[config.mk]
export PLATFORM = sky130hd
export DESIGN_NAME = irq_status_unit
export DESIGN_NICKNAME = d
export VERILOG_FILES = /design/src/rtl/isu_pkg.sv /design/src/rtl/isu_decode.sv /design/src/rtl/isu_regs.sv /design/src/rtl/isu_rdmux.sv /design/src/rtl/irq_status_unit.sv
export SDC_FILE = /design/constraint.sdc
export NUM_CORES = 1
export LEC_CHECK = 0
export BUFFER_PORTS_ARGS = -buffer_cell sky130_fd_sc_hd__clkbuf_2
export CAP_MARGIN = 10
export CORE_ASPECT_RATIO = 1.75
export CORE_MARGIN = 1.5
export CORE_UTILIZATION = 45
export DETAILED_ROUTE_END_ITERATION = 8
export PLACE_DENSITY = 0.75
export SYNTH_ARGS = -nofsm -noshare
export SYNTH_HDL_FRONTEND = slang
export SYNTH_SLANG_ARGS = --single-unit
[constraint.sdc]
create_clock -name clk -period 1.21 [get_ports clk]
set_input_delay 0.1815 -clock clk [delete_from_list [all_inputs] [get_ports clk]]
set_output_delay 0.1815 -clock clk [all_outputs]
set_load 0.01 [all_outputs]
[src/rtl/isu_pkg.sv]
`timescale 1ns/1ps
package isu_pkg;
  localparam int BYTE_W   = 8;
  localparam int INT_POS  = 7;
  localparam int TC_POS   = 4;
  localparam int PH_FLD_W = 4;

  localparam int A_STAT  = 0;
  localparam int A_CAUSE = 1;
  localparam int A_STEP  = 2;
  localparam int A_CFG   = 3;
  localparam int A_CMD   = 4;

  typedef enum logic [6:0] {
    OP_NOP      = 7'h00,
    OP_SOFT_RST = 7'h02,
    OP_BUS_RST  = 7'h03,
    OP_SEL_ON   = 7'h44,
    OP_SEL_OFF  = 7'h45
  } isu_op_e;

  // status word built by an event
  function automatic logic [BYTE_W-1:0] stat_load(input logic tc, input logic [PH_FLD_W-1:0] ph);
    logic [BYTE_W-1:0] s;
    s = '0;
    s[INT_POS] = 1'b1;
    s[TC_POS]  = tc;
    s[PH_FLD_W-1:0] = ph;
    return s;
  endfunction

  // status word after a destructive cause read
  function automatic logic [BYTE_W-1:0] stat_ack(input logic [BYTE_W-1:0] s);
    logic [BYTE_W-1:0] r;
    r = s;
    r[INT_POS] = 1'b0;
    r[TC_POS]  = 1'b0;
    return r;
  endfunction

  function automatic logic [BYTE_W-1:0] stat_raise(input logic [BYTE_W-1:0] s);
    logic [BYTE_W-1:0] r;
    r = s;
    r[INT_POS] = 1'b1;
    return r;
  endfunction
endpackage

[src/rtl/isu_decode.sv]
`timescale 1ns/1ps
module isu_decode
  import isu_pkg::*;
#(
  parameter int ADDR_W = 3
) (
  input  logic [ADDR_W-1:0] reg_addr,
  input  logic              reg_rd,
  input  logic              reg_wr,
  input  logic [BYTE_W-1:0] reg_wdata,
  output logic              rd_cause,
  output logic              wr_cfg,
  output logic              op_soft,
  output logic              op_bus,
  output logic              op_sel_on,
  output logic              op_sel_off
);
  logic              wr_cmd;
  logic [BYTE_W-1:0] code;

  assign rd_cause = reg_rd && (reg_addr == ADDR_W'(A_CAUSE));
  assign wr_cfg   = reg_wr && (reg_addr == ADDR_W'(A_CFG));
  assign wr_cmd   = reg_wr && (reg_addr == ADDR_W'(A_CMD));
  // command bit 7 carries no meaning here
  assign code     = reg_wdata & 8'h7F;

  assign op_soft    = wr_cmd && (code == {1'b0, OP_SOFT_RST});
  assign op_bus     = wr_cmd && (code == {1'b0, OP_BUS_RST});
  assign op_sel_on  = wr_cmd && (code == {1'b0, OP_SEL_ON});
  assign op_sel_off = wr_cmd && (code == {1'b0, OP_SEL_OFF});
endmodule

[src/rtl/isu_regs.sv]
`timescale 1ns/1ps
module isu_regs
  import isu_pkg::*;
#(
  parameter int                PHASE_W   = 3,
  parameter int                STEP_W    = 3,
  parameter logic [BYTE_W-1:0] CFG_RESET = 8'h07,
  parameter int                MUTE_BIT  = 6,
  parameter int                STEP_DONE = 4,
  parameter logic [BYTE_W-1:0] CAUSE_BUS = 8'h80
) (
  input  logic               clk,
  input  logic               rst_n,
  input  logic               rd_cause,
  input  logic               wr_cfg,
  input  logic [BYTE_W-1:0]  wdata,
  input  logic               op_soft,
  input  logic               op_bus,
  input  logic               op_sel_on,
  input  logic               op_sel_off,
  input  logic               evt_valid,
  input  logic [BYTE_W-1:0]  evt_cause,
  input  logic               evt_tc,
  input  logic [PHASE_W-1:0] evt_phase,
  input  logic [STEP_W-1:0]  evt_step,
  output logic [BYTE_W-1:0]  status_q,
  output logic [BYTE_W-1:0]  cause_q,
  output logic [STEP_W-1:0]  step_q,
  output logic [BYTE_W-1:0]  cfg_q,
  output logic               irq_q
);
  localparam logic [STEP_W-1:0] STEP_ACK = STEP_W'(STEP_DONE);

  logic [BYTE_W-1:0]   status_n, cause_n, cfg_n;
  logic [STEP_W-1:0]   step_n;
  logic                irq_n;
  logic                bus_report;
  logic                raise_cmd;
  logic [PH_FLD_W-1:0] ph_ext;

  assign bus_report = op_bus && !cfg_q[MUTE_BIT];
  assign raise_cmd  = bus_report || op_sel_off;
  assign ph_ext     = PH_FLD_W'(evt_phase);

  // priority, lowest first: cfg write, read ack, commands, event
  always_comb begin
    status_n = status_q;
    cause_n  = cause_q;
    step_n   = step_q;
    cfg_n    = cfg_q;
    irq_n    = irq_q;
    if (wr_cfg) cfg_n = wdata;
    if (rd_cause) begin
      cause_n  = '0;
      status_n = stat_ack(status_q);
      step_n   = STEP_ACK;
      irq_n    = 1'b0;
    end
    if (op_bus)     cause_n = CAUSE_BUS;
    if (op_sel_on)  cause_n = '0;
    if (op_sel_off) cause_n = '0;
    if (raise_cmd) begin
      status_n = stat_raise(status_n);
      irq_n    = 1'b1;
    end
    if (evt_valid) begin
      cause_n  = evt_cause;
      status_n = stat_load(evt_tc, ph_ext);
      step_n   = evt_step;
      irq_n    = 1'b1;
    end
  end

  always_ff @(posedge clk or negedge rst_n) begin
    if (!rst_n) begin
      status_q <= '0;
      cause_q  <= '0;
      step_q   <= '0;
      cfg_q    <= CFG_RESET;
      irq_q    <= 1'b0;
    end else if (op_soft) begin
      status_q <= '0;
      cause_q  <= '0;
      step_q   <= '0;
      cfg_q    <= CFG_RESET;
      irq_q    <= 1'b0;
    end else begin
      status_q <= status_n;
      cause_q  <= cause_n;
      step_q   <= step_n;
      cfg_q    <= cfg_n;
      irq_q    <= irq_n;
    end
  end


  evt_raise_chk: assert property (@(posedge clk) disable iff (!rst_n)
    (evt_valid && !op_soft) |=> (irq_q && status_q[INT_POS] && cause_q == $past(evt_cause)));


  ack_clear_chk: assert property (@(posedge clk) disable iff (!rst_n)
    (rd_cause && !evt_valid && !op_soft && !op_bus && !op_sel_off)
      |=> (!irq_q && cause_q == '0 && !status_q[TC_POS] && step_q == STEP_ACK));


  bus_mute_chk: assert property (@(posedge clk) disable iff (!rst_n)
    (op_bus && cfg_q[MUTE_BIT] && !evt_valid && !op_sel_off && !irq_q && !op_soft) |=> !irq_q);


  soft_rst_chk: assert property (@(posedge clk) disable iff (!rst_n)
    op_soft |=> (cfg_q == CFG_RESET && !irq_q && cause_q == '0 && status_q == '0));


  line_match_chk: assert property (@(posedge clk) disable iff (!rst_n)
    irq_q == status_q[INT_POS]);
endmodule

[src/rtl/isu_rdmux.sv]
`timescale 1ns/1ps
module isu_rdmux
  import isu_pkg::*;
#(
  parameter int ADDR_W = 3,
  parameter int STEP_W = 3
) (
  input  logic [ADDR_W-1:0] reg_addr,
  input  logic [BYTE_W-1:0] status_q,
  input  logic [BYTE_W-1:0] cause_q,
  input  logic [STEP_W-1:0] step_q,
  input  logic [BYTE_W-1:0] cfg_q,
  output logic [BYTE_W-1:0] rdata
);
  always_comb begin
    rdata = '0;
    if      (reg_addr == ADDR_W'(A_STAT))  rdata = status_q;
    else if (reg_addr == ADDR_W'(A_CAUSE)) rdata = cause_q;
    else if (reg_addr == ADDR_W'(A_STEP))  rdata = BYTE_W'(step_q);
    else if (reg_addr == ADDR_W'(A_CFG))   rdata = cfg_q;
  end
endmodule

[src/rtl/irq_status_unit.sv]
`timescale 1ns/1ps
module irq_status_unit
  import isu_pkg::*;
#(
  parameter int                ADDR_W    = 3,
  parameter int                PHASE_W   = 3,
  parameter int                STEP_W    = 3,
  parameter logic [BYTE_W-1:0] CFG_RESET = 8'h07,
  parameter int                MUTE_BIT  = 6,
  parameter int                STEP_DONE = 4,
  parameter logic [BYTE_W-1:0] CAUSE_BUS = 8'h80
) (
  input  logic               clk,
  input  logic               rst_n,
  input  logic [ADDR_W-1:0]  reg_addr,
  input  logic               reg_rd,
  input  logic               reg_wr,
  input  logic [BYTE_W-1:0]  reg_wdata,
  output logic [BYTE_W-1:0]  reg_rdata,
  input  logic               evt_valid,
  input  logic [BYTE_W-1:0]  evt_cause,
  input  logic               evt_tc,
  input  logic [PHASE_W-1:0] evt_phase,
  input  logic [STEP_W-1:0]  evt_step,
  output logic               irq_o
);
  logic              rd_cause, wr_cfg, op_soft, op_bus, op_sel_on, op_sel_off;
  logic [BYTE_W-1:0] status_q, cause_q, cfg_q;
  logic [STEP_W-1:0] step_q;

  isu_decode #(.ADDR_W(ADDR_W)) u_dec (
    .reg_addr(reg_addr), .reg_rd(reg_rd), .reg_wr(reg_wr), .reg_wdata(reg_wdata),
    .rd_cause(rd_cause), .wr_cfg(wr_cfg), .op_soft(op_soft), .op_bus(op_bus),
    .op_sel_on(op_sel_on), .op_sel_off(op_sel_off)
  );

  isu_regs #(
    .PHASE_W(PHASE_W), .STEP_W(STEP_W), .CFG_RESET(CFG_RESET),
    .MUTE_BIT(MUTE_BIT), .STEP_DONE(STEP_DONE), .CAUSE_BUS(CAUSE_BUS)
  ) u_regs (
    .clk(clk), .rst_n(rst_n), .rd_cause(rd_cause), .wr_cfg(wr_cfg), .wdata(reg_wdata),
    .op_soft(op_soft), .op_bus(op_bus), .op_sel_on(op_sel_on), .op_sel_off(op_sel_off),
    .evt_valid(evt_valid), .evt_cause(evt_cause), .evt_tc(evt_tc),
    .evt_phase(evt_phase), .evt_step(evt_step),
    .status_q(status_q), .cause_q(cause_q), .step_q(step_q), .cfg_q(cfg_q), .irq_q(irq_o)
  );

  isu_rdmux #(.ADDR_W(ADDR_W), .STEP_W(STEP_W)) u_mux (
    .reg_addr(reg_addr), .status_q(status_q), .cause_q(cause_q),
    .step_q(step_q), .cfg_q(cfg_q), .rdata(reg_rdata)
  );
endmodule

Word-level counts from Yosys, hierarchy flattened
Index checks and enable logic that the tools add are counted.
{"block": "op_classes", "mux": 23, "n_eq_ne": 8, "reduce_logical": 15}
{"operator": "2-to-1 mux 8 bit", "n": 16}
{"operator": "equality test 7 x 2 -> 1 bit, second input constant", "n": 2}
{"operator": "equality test 7 bit, second input constant", "n": 2}
{"operator": "2-to-1 mux 3 bit", "n": 3}
{"operator": "logical AND 1 bit", "n": 8}
{"operator": "equality test 3 x 2 -> 1 bit, second input constant", "n": 2}
{"operator": "nonzero test 6 bit", "n": 1}
{"operator": "2-to-1 mux 1 bit", "n": 4}
{"operator": "nonzero test 4 bit", "n": 1}
{"operator": "equality test 3 x 1 -> 1 bit, second input constant", "n": 1}
{"operator": "equality test 3 bit, second input constant", "n": 1}
{"operator": "logical NOT 3 bit", "n": 1}
{"operator": "nonzero test 3 bit", "n": 1}
{"operator": "nonzero test 2 bit", "n": 1}
{"operator": "logical NOT 1 bit", "n": 1}
{"operator": "logical OR 1 bit", "n": 1}
{"block": "word_totals", "word_cells": 52, "register_bits": 28}

Depth between registers and ports, before layout
Gate-level depths: netlist of run 1.
{"block": "depth", "ltp_word": 8, "ltp_mapped": 6}

Hierarchy
Synthesis of run 1 repeated with hierarchy kept, for this count alone.
{"block": "unflattened", "cells_unflattened": 118, "hier_area_um2": 1331.3}
{"module": "isu_regs", "seq_area_each_um2": 604.3, "area_each_um2": 1006.0, "instances": 1, "cells_per_inst": 83}
{"module": "isu_rdmux", "seq_area_each_um2": 0.0, "area_each_um2": 234.0, "instances": 1, "cells_per_inst": 24}
{"module": "isu_decode", "seq_area_each_um2": 0.0, "area_each_um2": 91.3, "instances": 1, "cells_per_inst": 11}

Worst setup path after synthesis of run 1
OpenSTA, ideal clock, no wires.
{"block": "synth_timing", "path_kind": "input port to flip-flop", "from": "input reg_addr[0]", "to": "register u_regs.cfg_q[3]", "path_stages": 4, "setup_ns": 0.128, "required_time_ns": 1.082, "setup_slack_ns": -0.096, "t_arrival_ns": 1.178, "path_buffers": 1, "path_cell_list": "buf_4 > nand4b_1 > nand2_1 > mux2_1"}
{"block": "synth_via", "elab_chain_cells": 4, "word_cells_on_any_way": 7}
{"element": "from (decl)", "line": "irq_status_unit.sv:15", "text": "input logic [ADDR_W-1:0] reg_addr,"}
{"element": "equality test 3 bit", "line": "isu_decode.sv:23", "text": "assign wr_cmd = reg_wr && (reg_addr == ADDR_W'(A_CMD));"}
{"element": "logical AND 1 bit", "line": "isu_decode.sv:23"}
{"element": "logical AND 1 bit", "line": "isu_decode.sv:27", "text": "assign op_soft = wr_cmd && (code == {1'b0, OP_SOFT_RST});"}
{"element": "2-to-1 mux 8 bit or nonzero test 2 bit (tied branches)"}
{"element": "to (signal assigned)", "line": "isu_regs.sv:91", "text": "cfg_q <= cfg_n;"}
{"element": "to (decl)", "line": "isu_regs.sv:29", "text": "output logic [BYTE_W-1:0] cfg_q,"}
Parallel ways exist; a longest one is shown, timed or not.
A chain may end at the register's enable or synchronous reset.

Final worst setup path of run 1
{"block": "layout_timing", "from": "register u_regs.status_q[2]", "to": "output reg_rdata[2]"}
{"block": "layout_via", "elab_chain_cells": 1}
{"element": "from (decl)", "line": "isu_regs.sv:26", "text": "output logic [BYTE_W-1:0] status_q,"}
{"element": "from (signal assigned)", "line": "isu_regs.sv:88", "text": "status_q <= status_n;"}
{"element": "2-to-1 mux 8 bit", "line": "isu_rdmux.sv:17", "text": "if (reg_addr == ADDR_W'(A_STAT)) rdata = status_q;"}
{"element": "to (decl)", "line": "irq_status_unit.sv:19", "text": "output logic [BYTE_W-1:0] reg_rdata,"}
Every way passes these cells.

==> results of run 1 <==
[kinds of logic after synthesis]
kind of cell,Yosys count
buf+inv,6
mux,20
compound gates,16
flops,24
simple gates,41
[registers in the layout, indices dropped and copies added, names as in the netlist]
| register | cells |
|---|---|
| u_regs.cause_q | 8 |
| u_regs.cfg_q | 8 |
| u_regs.status_q | 5 |
| u_regs.step_q | 3 |
[critical path, cell delays in order (launching register included)]
cell and delay (ns):
dfrtp_1 0.41, mux4_2 0.46, and2b_1 0.17, clkbuf_2 0.12
[per-layer routing]
metal,share of wire,vias to the layer above
li1,-,543
met1,0.38,580
met2,0.56,41
met3,0.035,9
met4,0.025,0
met5,0,-
[through the flow]
| stage | setup WS (ns) | power, mW |
|---|---|---|
| floorplan | -0.0210 | 1.23 |
| global placement | -0.210 | 1.43 |
| detailed placement | -0.260 | 1.45 |
| global route | -0.431 | 2.29 |
| finish | -0.398 | 2.20 |
| CTS | -0.400 | 2.17 |
[how the worst max path moves through the flow]
stage                       start           endpoint  cells after the start  slack [ns]
4_1_cts        u_regs.status_q[2]       reg_rdata[2]                      3       -0.40
3_5_place_dp          reg_addr[0]  u_regs.cause_q[5]                      6       -0.26
6_report       u_regs.status_q[2]       reg_rdata[2]                      3       -0.40
2_1_floorplan         reg_addr[0]  u_regs.cause_q[0]                      5       -0.02
3_3_place_gp          reg_addr[0]  u_regs.cause_q[7]                      5       -0.21
5_1_grt         u_regs.cause_q[1]       reg_rdata[1]                      3       -0.43
[placed cells by master (no fill, tap or decap), types with 2 or more instances in the layout]
master	count
nand2_1	3
buf_4	34
a22oi_1	3
dfstp_2	3
dfrtp_1	21
nor3_1	2
clkbuf_2	38
a31oi_1	2
clkbuf_8	3
mux2_4	2
nor2_1	17
and2b_1	3
a22o_1	8
nor2b_1	3
mux2i_1	13
mux4_2	3
[report_power, final]
part | switching, mW | internal [mW] | leakage [nW]
Combinational | 0.207 | 0.282 | 0.663
Sequential | 0.0738 | 0.926 | 0.282
Clock | 0.270 | 0.443 | 0.0357
Total | 0.551 | 1.65 | 0.980
[timing repair]
action / CTS / global route
hold buffers: 1 / 0
buffers inserted: 1 / 6
pin swaps: 0 / 2
hold endpoints to repair: 21 / 0
resized for setup: 0 / 4
endpoints found under the setup margin: 5 / 18
[final cells by class]
| type | count | area (µm²) | area share |
|---|---|---|---|
| flip-flops and latches | 24 | 604 | 0.333 |
| inverters | 1 | 3.75 | 0.00207 |
| multi-input cells | 77 | 639 | 0.352 |
| clock inverters | 1 | 30.0 | 0.0165 |
| clock buffers | 3 | 41.3 | 0.0227 |
| well taps | 27 | 33.8 | 0.0186 |
| repair buffers | 74 | 463 | 0.255 |
==> results by group, run 1 <==
GRT
  • Met2 Use GR: 0.423
  • Met1 Use GR: 0.272
  • M3 GR Usage: 0.0272
  • Initial antenna violation count: 0
  • Largest net degree at the start of global routing: 25
  • First-pass GRT wire length: 5600 µm
  • Total grt overflow: 0
  • Gr usage total: 0.238
  • Vias in the first global route: 1203
  • Grt peak-use layer: met2

Floorplan
  • Die width: 43.1 µm
  • Core area: 2690 µm²
  • Die height: 73.1 µm
  • Die area: 3150 µm²
  • Starting Density: 0.470
  • Num ports: 40
  • Row count: 25

Timing
  • Setup ws final: -0.398 ns
  • Worst-Margin Slew: 0.590 ns
  • Fin crit share: 1.33
  • Final setup viols: 5
  • FMAX: 622 MHz
  • Period minus WS final: 1.61 ns
  • Pins Over Slew Limit: 0
  • Clk_skew: 0.00665 ns
  • Unrepaired setup endpoints after global routing: yes
  • Slew margin rel.: 0.607
  • Final Hold Vio Count: 0
  • TNS Setup: -1.63 ns
  • WHS: 0.135 ns

Detailed routing
  • Detailed Routing Iterations Pass 1: 4
  • Vias per cell: 5.67
  • Residual DRC count: 0
  • Total wire length: 3580 µm
  • Number of routed nets with antenna violations: 0
  • Avg WL per Cell: 17.3 µm
  • Total vias in the final route: 1173
  • 1st-iter DRT viols: 45

Run status
  • Status: complete, but fails checks
  • Failing checks: setup timing

Final layout
  • Layout cells sized above 1: 0.522
  • Filler cells: 211
  • Area Growth Syn to Fin: 43.5%
  • Fin nets: 212
  • N_diodes: 0
  • Finished Layout Cells: 207
  • Fin util: 0.675
  • Fin area: 1820 µm²

Logic synthesis
  • Top cell type by total area after synthesis: dfrtp_1
  • Largest cells by area after synthesis: dfrtp_1 42%, mux2i_1 11%, dfstp_2 6.2%
  • Syn nets: 138
  • Simple-Gate Fraction of Synth Area: 0.202
  • Synth Area per Inst: 11.8 µm²
  • Post-synthesis sequential area ratio: 0.478
  • Post-Synthesis Cells: 107
  • Post-Synth Adder-Cell Area: 0
  • Synth top area share: 0.415
  • Synth Warn #: 0
  • Post-synthesis cell area: 1260 µm²
  • Post-synthesis mux area share: 0.191
  • Seq cells post-synth: 24
  • Compound-Gate Fraction of Synth Area: 0.101
  • Most common cell in the synthesized netlist: dfrtp_1
  • Commonest cells post-synth: 21 x dfrtp_1, 17 x nor2_1, 14 x mux2i_1
  • Synth cell types: 33
  • XOR/XNOR share of the synthesized area: 0
  • Ys flop type: dfrtp_1
  • FFs w/ async S/R, synth: 1.00
  • Largest family of logic cells by synthesized area: simple AND/OR/NAND/NOR gates
  • Number of flops mapped to enable cells by yosys: 0

Hold path
  • WHS Endpoint: u_regs.cause_q[4]
  • Worst Hold Depth: 2
  • Worst Hold Launch: evt_cause[4]
  • Hold Path Class: input pin to register

Critical path
  • Kind of critical path: register to output port
  • Critical path startpoint category: register
  • Flop2flop setup slack: 0.23 ns
  • Worst path arrival time: 1.43 ns
  • Max FO, Critical Path: 2
  • Worst Setup End Kind: output port
  • R2R depth: 4
  • RR Endpoint: u_regs.status_q[7]
  • WP data required: 1.03 ns
  • Reg-to-reg startpoint: u_regs.status_q[7]

Placed design
  • Placed instance area: 1670 µm²
  • PortBufs: 39
  • Post-Place Cells: 195
  • Routability congestion estimate: 0.832
  • Detail Placement HPWL: 2690 µm

Power
  • Leak pwr: 0.980 nW
  • Power Dens Cells: 1210 nW/µm²
  • Peak supply drop: 0.943 mV

Clocking
  • Clk pin slew, worst setup/hold paths: 0.09 ns
  • H-tree levels: 1
  • CTS tree: built
  • CTS Buf Count: 3
  • Clk_lat worst skew: 0.27 ns
  • Clock Path Buffers: 2
  • CTS sink count: 24
  • Root Driver: clkbuf_8

Job
  • Max-Cap Viols: 0
(Power assumes the default switching activity.)
==> inputs of run 2 (changes only) <==
TNS_END_PERCENT = 5   (was default)
==> results by group, run 2 (synthesis gave the netlist of run 1 again) <==
Timing
  • Final setup viols: 5
  • Fin crit share: 1.31
  • Pins Over Slew Limit: 0
  • Period minus WS final: 1.59 ns
  • TNS Setup: -1.49 ns
  • Slew margin rel.: 0.595
  • Worst-Margin Slew: 0.607 ns
  • Setup ws final: -0.378 ns
  • Clk_skew: 0.000866 ns
  • Unrepaired setup endpoints after global routing: yes
  • Final Hold Vio Count: 0
  • FMAX: 630 MHz

Floorplan
  • Row count: 25
  • Core area: 2690 µm²
  • Die height: 73.1 µm
  • Num ports: 40
  • Die width: 43.1 µm
  • Starting Density: 0.470
  • Die area: 3150 µm²

Placed design
  • Dpl ws: -0.250 ns
  • Routability congestion estimate: 0.904
  • Detail Placement HPWL: 2530 µm
  • PortBufs: 39
  • Post-Place Cells: 191

Critical path
  • Worst Setup End Kind: output port
  • Max FO, Critical Path: 2
  • CP top delay family: multiplexers
  • WP buf/inv: 1
  • Kind of critical path: register to output port
  • Crit-path slowest cell: mux4_2
  • Worst path arrival time: 1.41 ns
  • Slowest Stage Delay on Critical Path: 0.44 ns
  • WP data required: 1.03 ns
  • Critical path cell sequence: mux4_2, and2b_1, clkbuf_2
  • Critical path startpoint category: register

Final layout
  • Finished Layout Cells: 199
  • Filler cells: 221
  • Layout cells sized above 1: 0.494
  • N_diodes: 0
  • Most frequent cells in the layout: 39 x clkbuf_2, 25 x buf_4, 21 x dfrtp_1, 17 x nor2_1, 14 x mux2i_1
  • Top Registers: u_regs.cause_q (8), u_regs.cfg_q (8), u_regs.status_q (5)
  • Fin nets: 204
  • Commonest non-fill, non-tap cell in the layout: clkbuf_2
  • Area Growth Syn to Fin: 38.0%

Hold path
  • Hold Path Class: input pin to register

GRT
  • Gr usage total: 0.222
  • Total grt overflow: 0
  • Vias in the first global route: 1101
  • Largest net degree at the start of global routing: 25
  • Initial antenna violation count: 0
  • First-pass GRT wire length: 5160 µm

Clocking
  • Clk pin slew, worst setup/hold paths: 0.08 ns
  • CTS sink count: 24
  • CTS Buf Count: 3
  • Root Driver: clkbuf_8
  • Clock Path Buffers: 2
  • H-tree levels: 1
  • CTS tree: built
  • Clk_lat worst skew: 0.27 ns

Detailed routing
  • Total wire length: 3230 µm
  • Number of routed nets with antenna violations: 0
  • Avg WL per Cell: 16.2 µm
  • Total vias in the final route: 1086
  • 1st-iter DRT viols: 13
  • Residual DRC count: 0
  • Detailed Routing Iterations Pass 1: 4
  • Vias per cell: 5.46

Power
  • Power Dens Cells: 1140 nW/µm²
  • Leak pwr: 0.938 nW
  • Peak supply drop: 0.820 mV

Run status
  • Failing checks: setup timing
  • Status: complete, but fails checks

Job
  • Max-Cap Viols: 0
run 2: cell count changes in the layout (fill, tap and decap cells not counted), sizes merged:
cell / previous run / this run
buf: 34 / 26
bufinv: 1 / 0
clkbuf: 42 / 43
run 2: repair_timing:
item	4_1_cts	5_1_grt
setup endpoints to repair	5	9
buffers inserted	2	1
resized for setup	0	1
hold buffers	1	0
pin swaps	0	1
endpoints found under the hold margin	21	0
run 2: metrics by stage:
stage	hold WS (ns)	util	area (µm²)	total power, mW
after floorplan	-0.114	-	1280	1.23
after global placement	0.194	0.616	1660	1.42
after detailed placement	0.210	0.616	1660	1.44
after CTS	0.140	0.646	1740	2.00
after global routing	0.151	0.649	1750	2.08
final	0.145	0.649	1750	1.99
run 2: layer usage:
metal / GRT usage / vias up / part of all wire
met5: 0 / - / 0
met4: 0.0943 / 0 / 0.021
met2: 0.403 / 35 / 0.56
li1: - / 522 / -
met3: 0.0347 / 8 / 0.036
met1: 0.248 / 521 / 0.39
run 2: final timing paths:
check | cells after the start | slack, ns | endpoint | start
max | 3 | -0.38 | reg_rdata[0] | u_regs.cause_q[0]
min | 2 | 0.14 | u_regs.cause_q[5] | evt_cause[5]
max reg2reg | 4 | 0.27 | u_regs.status_q[2] | u_regs.status_q[2]
min reg2reg | 1 | 0.51 | u_regs.cause_q[6] | u_regs.cause_q[6]
max in group asynchronous | 2 | 0.37 | u_regs.step_q[2] | rst_n
min in group asynchronous | 2 | 0.45 | u_regs.status_q[1] | rst_n
run 2: where the power goes:
part	switching [mW]	total, mW	internal [mW]
Combinational	0.187	0.444	0.257
Clock	0.257	0.548	0.291
Sequential	0.0728	0.999	0.926
Total	0.516	1.99	1.47
run 2: final cells by class:
class                      instances  area, µm²  share of cell area
inverter                           1       3.75             0.00215
tap                               27       33.8              0.0194
multi-input combinational         77        636               0.364
timing repair buffer              66        413               0.237
clock buffer                       4       55.1              0.0315
sequential                        24        604               0.346
